==> config.mk <==
export PLATFORM = sky130hd
export DESIGN_NAME = ghist_predictor
export DESIGN_NICKNAME = d
export VERILOG_FILES = /design/src/rtl/gpred_pkg.sv /design/src/rtl/gpred_counter.sv /design/src/rtl/gpred_table.sv /design/src/rtl/gpred_history.sv /design/src/rtl/ghist_predictor.sv
export SDC_FILE = /design/constraint.sdc
export NUM_CORES = 1
export LEC_CHECK = 0
export BUFFER_PORTS_ARGS = -buffer_cell sky130_fd_sc_hd__buf_4
export CAP_MARGIN = 20
export CORE_AREA = 2 2 223 225
export DETAILED_ROUTE_END_ITERATION = 12
export DIE_AREA = 0 0 225 227
export PLACE_DENSITY = 0.86
export SYNTH_ARGS = -nofsm -noshare
export SYNTH_HDL_FRONTEND = slang
export SYNTH_SLANG_ARGS = --single-unit
==> constraint.sdc <==
create_clock -name clk -period 5.5 [get_ports clk]
set_clock_uncertainty 0.2 [all_clocks]
set_input_delay 1.1 -clock clk [delete_from_list [all_inputs] [get_ports clk]]
set_output_delay 1.1 -clock clk [all_outputs]
set_load 0.005 [all_outputs]
==> src/rtl/gpred_pkg.sv <==
package gpred_pkg;

    typedef enum logic [1:0] {
        CTR_SNT = 2'd0,
        CTR_WNT = 2'd1,
        CTR_WT  = 2'd2,
        CTR_ST  = 2'd3
    } ctr_state_t;

    typedef enum logic [1:0] {
        HIST_HOLD    = 2'd0,
        HIST_SHIFT   = 2'd1,
        HIST_RESTORE = 2'd2
    } hist_mode_t;

    // One training step of a saturating counter (train_up / train_down)
    function automatic ctr_state_t ctr_step(ctr_state_t cur, logic up);
        ctr_state_t nxt;
        unique case (cur)
            CTR_SNT: nxt = up ? CTR_WNT : CTR_SNT;
            CTR_WNT: nxt = up ? CTR_WT  : CTR_SNT;
            CTR_WT:  nxt = up ? CTR_ST  : CTR_WNT;
            CTR_ST:  nxt = up ? CTR_ST  : CTR_WT;
            default: nxt = CTR_WNT;
        endcase
        return nxt;
    endfunction

endpackage

==> src/rtl/gpred_counter.sv <==
module gpred_counter
    import gpred_pkg::*;
(
    input  logic       clk,
    input  logic       rst_n,
    input  logic       train_en,
    input  logic       train_up,
    output ctr_state_t state
);

    ctr_state_t state_q;
    ctr_state_t state_d;

    // state register
    always_ff @(posedge clk or negedge rst_n) begin
        if (!rst_n) state_q <= CTR_WNT;
        else        state_q <= state_d;
    end

    // next state
    always_comb begin
        state_d = state_q;
        if (train_en) state_d = ctr_step(state_q, train_up);
    end

    assign state = state_q;


    train_up_sat_chk: assert property (@(posedge clk) disable iff (!rst_n)
        (train_en && train_up) |=>
            (state_q == CTR_ST) && ($past(state_q) >= CTR_WT) ||
            (state_q == ctr_state_t'($past(state_q) + 2'd1)));


    train_down_sat_chk: assert property (@(posedge clk) disable iff (!rst_n)
        (train_en && !train_up) |=>
            (state_q == CTR_SNT) && ($past(state_q) <= CTR_WNT) ||
            (state_q == ctr_state_t'($past(state_q) - 2'd1)));


    untouched_stable_chk: assert property (@(posedge clk) disable iff (!rst_n)
        !train_en |=> $stable(state_q));

endmodule

==> src/rtl/gpred_table.sv <==
module gpred_table
    import gpred_pkg::*;
#(
    parameter int IDX_W = 8
) (
    input  logic             clk,
    input  logic             rst_n,
    input  logic [IDX_W-1:0] rd_idx,
    output logic             rd_taken,
    input  logic             wr_en,
    input  logic             wr_taken,
    input  logic [IDX_W-1:0] wr_idx
);

    localparam int ENTRIES = 1 << IDX_W;

    ctr_state_t ctr_q [ENTRIES];

    for (genvar g = 0; g < ENTRIES; g++) begin : g_entry
        gpred_counter u_ctr (
            .clk      (clk),
            .rst_n    (rst_n),
            .train_en (wr_en && (wr_idx == IDX_W'(g))),
            .train_up (wr_taken),
            .state    (ctr_q[g])
        );
    end

    // read reflects registered state: pre-update on same-index collision
    ctr_state_t rd_state;
    always_comb begin
        rd_state = ctr_q[rd_idx];
        rd_taken = rd_state[1];
    end

endmodule

==> src/rtl/gpred_history.sv <==
module gpred_history
    import gpred_pkg::*;
#(
    parameter int HIST_W = 8
) (
    input  logic              clk,
    input  logic              rst_n,
    input  logic              shift_en,
    input  logic              shift_bit,
    input  logic              fix_en,
    input  logic [HIST_W-1:0] fix_hist,
    input  logic              fix_bit,
    output logic [HIST_W-1:0] hist
);

    logic [HIST_W-1:0] hist_q;
    logic [HIST_W-1:0] hist_d;
    hist_mode_t        mode;

    always_comb begin
        if (fix_en)        mode = HIST_RESTORE;
        else if (shift_en) mode = HIST_SHIFT;
        else               mode = HIST_HOLD;
    end

    // state register
    always_ff @(posedge clk or negedge rst_n) begin
        if (!rst_n) hist_q <= '0;
        else        hist_q <= hist_d;
    end

    // next value per mode
    always_comb begin
        unique case (mode)
            HIST_RESTORE: hist_d = {fix_hist[HIST_W-2:0], fix_bit};
            HIST_SHIFT:   hist_d = {hist_q[HIST_W-2:0], shift_bit};
            HIST_HOLD:    hist_d = hist_q;
            default:      hist_d = hist_q;
        endcase
    end

    assign hist = hist_q;


    restore_wins_chk: assert property (@(posedge clk) disable iff (!rst_n)
        fix_en |=> hist_q == {$past(fix_hist[HIST_W-2:0]), $past(fix_bit)});


    spec_shift_chk: assert property (@(posedge clk) disable iff (!rst_n)
        (shift_en && !fix_en) |=> hist_q == {$past(hist_q[HIST_W-2:0]), $past(shift_bit)});


    hist_hold_chk: assert property (@(posedge clk) disable iff (!rst_n)
        (!shift_en && !fix_en) |=> $stable(hist_q));

endmodule

==> src/rtl/ghist_predictor.sv <==
module ghist_predictor
    import gpred_pkg::*;
#(
    parameter int HIST_W = 8
) (
    input  logic              clk,
    input  logic              rst_n,
    input  logic              pred_shift,
    output logic              pred_taken,
    output logic [HIST_W-1:0] pred_hist,
    input  logic              res_valid,
    input  logic              res_taken,
    input  logic [HIST_W-1:0] res_hist,
    input  logic              fix_valid,
    input  logic [HIST_W-1:0] fix_hist,
    input  logic              fix_taken
);

    logic [HIST_W-1:0] cur_hist;
    logic              guess;

    gpred_history #(.HIST_W(HIST_W)) u_hist (
        .clk       (clk),
        .rst_n     (rst_n),
        .shift_en  (pred_shift),
        .shift_bit (guess),
        .fix_en    (fix_valid),
        .fix_hist  (fix_hist),
        .fix_bit   (fix_taken),
        .hist      (cur_hist)
    );

    gpred_table #(.IDX_W(HIST_W)) u_tbl (
        .clk      (clk),
        .rst_n    (rst_n),
        .rd_idx   (cur_hist),
        .rd_taken (guess),
        .wr_en    (res_valid),
        .wr_taken (res_taken),
        .wr_idx   (res_hist)
    );

    assign pred_taken = guess;
    assign pred_hist  = cur_hist;

    // a resolve alone never moves the history
    resolve_no_hist_chk: assert property (@(posedge clk) disable iff (!rst_n)
        (res_valid && !pred_shift && !fix_valid) |=> $stable(pred_hist));

endmodule

==> impl_metrics.env <==
export IMPL_yosysWarningCount=0
export IMPL_grt_pass1_wl_um=126400
export IMPL_final_cells=3978
export IMPL_die_width_um=225
export IMPL_p_per_area_mw_per_mm2=265.3
export IMPL_p_leak_nw=10.29
export IMPL_numCtsBuffers=55
export IMPL_dr_pass1_iters=6
export IMPL_netlist_area_leader_share=0.2324
export IMPL_drc=0
export IMPL_final_cell_mix="734 x o21ai_0, 485 x a21oi_1, 354 x nor2_1"
export IMPL_seq_area_frac_synth=0.4607
export IMPL_ctsHoldBuffers=0
export IMPL_die_height_um=227
export IMPL_yosysUniqueCellTypes=55
export IMPL_ant_nets=0
export IMPL_syn_to_final_growth_pct=9.028
export IMPL_finalMaxSlewViolations=0
export IMPL_crit_top_cell="buf_4"
export IMPL_clk_pin_slew_worst_paths_ps=60
export IMPL_htree_levels=2
export IMPL_vias_per_cell=6.749
export IMPL_fp_dieArea_mm2=0.05108
export IMPL_ios=32
export IMPL_syn_area_mm2=0.02894
export IMPL_async_flop_share=1.000
export IMPL_fp_row_count=81
export IMPL_grt_use_total=0.3112
export IMPL_start_kind="flip-flop"
export IMPL_irDropWorstVdd_v=0.0002322
export IMPL_wire_per_inst_um=20.19
export IMPL_fin_crit_ps=5275
export IMPL_gp_congestion=0.8718
export IMPL_avgSynthCellArea_um2=8.644
export IMPL_yosysTopAreaCell="dfstp_2"
export IMPL_core_region_area_mm2=0.04855
export IMPL_synth_nets=3371
export IMPL_start_util=0.5961
export IMPL_finalSetupViolations=0
export IMPL_drt_iter0_drc=3701
export IMPL_place_hpwl_um=50010
export IMPL_path_class="reg2out"
export IMPL_layout_drive_gt1_share=0.1487
export IMPL_relSlewSlack=0.2280
export IMPL_port_buffers=30
export IMPL_crit_fanout=37
export IMPL_post_cts_buffers=0
export IMPL_ys_top_cells_by_area="dfstp_2 23%, dfrtp_1 23%, o21ai_0 13%"
export IMPL_rsz0062_at_grt="no"
export IMPL_cp_arrival_ps=3970
export IMPL_dp_cells=3872
export IMPL_synth_main_ff_cell="dfrtp_1"
export IMPL_worstMarginPinSlew_ps=1156
export IMPL_ys_seq_elements=520
export IMPL_setup_tns_ps=0
export IMPL_final_common_cell="o21ai_0"
export IMPL_overflow=0
export IMPL_dpl_cell_area_mm2=0.02971
export IMPL_status="complete, no violations"
export IMPL_worstSetupEndpointType="output port"
export IMPL_wirelength_um=80330
export IMPL_synthCells=3348
export IMPL_fin_crit_sh=0.9591
export IMPL_vias=26850
export IMPL_final_area_mm2=0.03155
export IMPL_antenna_found_initial=2
export IMPL_cts_sinks=520
export IMPL_slowest_delay_ps=950
export IMPL_hold_path_class="reg2reg"
export IMPL_first_global_vias=23850
export IMPL_final_nets=3332
export IMPL_post_cts_resized=0
export IMPL_finalHoldViolCount=0
export IMPL_synth_edf_count=0
export IMPL_cts_tree="done"
export IMPL_cts_path_max_buffers=3
export IMPL_root_buffer="clkbuf_16"
export IMPL_clock_latency_ps=610
export IMPL_fmax_mhz=189.6
export IMPL_max_cap_violations=0
export IMPL_path_cells="buf_4 -> mux4_2 -> mux2_2 -> o22ai_1 -> nor4_1 -> o32ai_1 -> a32oi_1 -> buf_4"
export IMPL_grt_max_degree=171
export IMPL_critical_path_slowest_cell="dfrtp_4"
export IMPL_crit_required_ps=4200
export IMPL_fin_total_pwr_mw=8.370
[synth_stat cells (all sizes together) (2+ instances only)]
library cell and number:
o22ai 2, nor3b 90, o21ai 736, clkbuf 147
o211ai 15, nand2 333, and3 11, dfstp 256
buf 31, mux2i 30, a22oi 9, nand3 49
nor2 356, o31ai 123, or3b 2, mux2 4
dfrtp 264, nor2b 15, nand4 2, a2111oi 2
a211oi 33, a221o 3, a31oi 115, a22o 2
inv 9, a21oi 486, nand2b 8, mux4 57
nor4 5, or3 5, nand3b 110, a31o 2
nor3 22, and2 3
[path summary, 6_finish.rpt]
check | depth (start not counted) | startpoint | end | slack (ps)
max | 8 | u_hist.hist[0] | pred_taken | 230
min | 2 | u_tbl.g_entry[11].u_ctr.state[0] | u_tbl.g_entry[11].u_ctr.state[0] | 320
max reg2reg | 6 | u_hist.hist[0] | u_hist.hist[0] | 1800
min reg2reg | 2 | u_tbl.g_entry[11].u_ctr.state[0] | u_tbl.g_entry[11].u_ctr.state[0] | 320
max in group asynchronous | 2 | rst_n | u_tbl.g_entry[74].u_ctr.state[0] | 3540
min in group asynchronous | 1 | rst_n | u_tbl.g_entry[243].u_ctr.state[1] | 380
[power breakdown]
group | switching [mW] | internal (mW) | total (mW)
clock | 1.56 | 2.17 | 3.73
sequential | 0.128 | 3.93 | 4.05
combinational | 0.406 | 0.182 | 0.588
[metrics by stage]
stage | hold WS [ps] | utilization | worst slack (ps)
global route | 345.6 | 0.6499 | 168.5
floorplan | 298.8 | - | 2230
CTS | 326.2 | 0.6490 | 329.2
detailed placement | 314.1 | 0.6120 | 1040
finish | 323.4 | 0.6499 | 225.2
global placement | 313.8 | 0.6120 | 1036
[area by class of cell]
cell class,instances,area [µm²]
fill,3772,16990
sequential,520,13340
timing repair buffer,82,762.0
inverter,9,41.29
tap,622,778.2
antenna,1,2.502
clock inverter,9,73.82
clock buffer,94,1725
multi-input combinational,2641,14830
[critical path: cells and delay by family (launching register included)]
family / cells / cell delay [ps]
flops: 1 / 950
compound gates: 3 / 900
buf+inv: 2 / 610
simple gates: 1 / 450
mux: 2 / 430
[layer usage]
metal | part of all wire | wire, µm | GRT usage | vias to the layer above
met5 | 0.00024 | 19 | 0 | -
met4 | 0.049 | 3947 | 0.1527 | 2
met3 | 0.096 | 7735 | 0.06415 | 251
met2 | 0.45 | 36520 | 0.4806 | 1362
met1 | 0.40 | 32100 | 0.4219 | 12850
li1 | - | - | - | 12380
[registers in the layout, summed over array words and instances (netlist names)]
signal and cells:
u_tbl.g_entry.u_ctr.state 512, u_hist.hist 8
[cells by family after synthesis]
logic type / Yosys count / share of synthesized area
AND/OR/NAND/NOR: 1013 / 0.1652
buffers and inverters: 187 / 0.02849
multiplexers: 91 / 0.05629
AO/OA/AOI/OAI: 1537 / 0.2892
flip-flops: 520 / 0.4607
(Power assumes the default switching activity.)
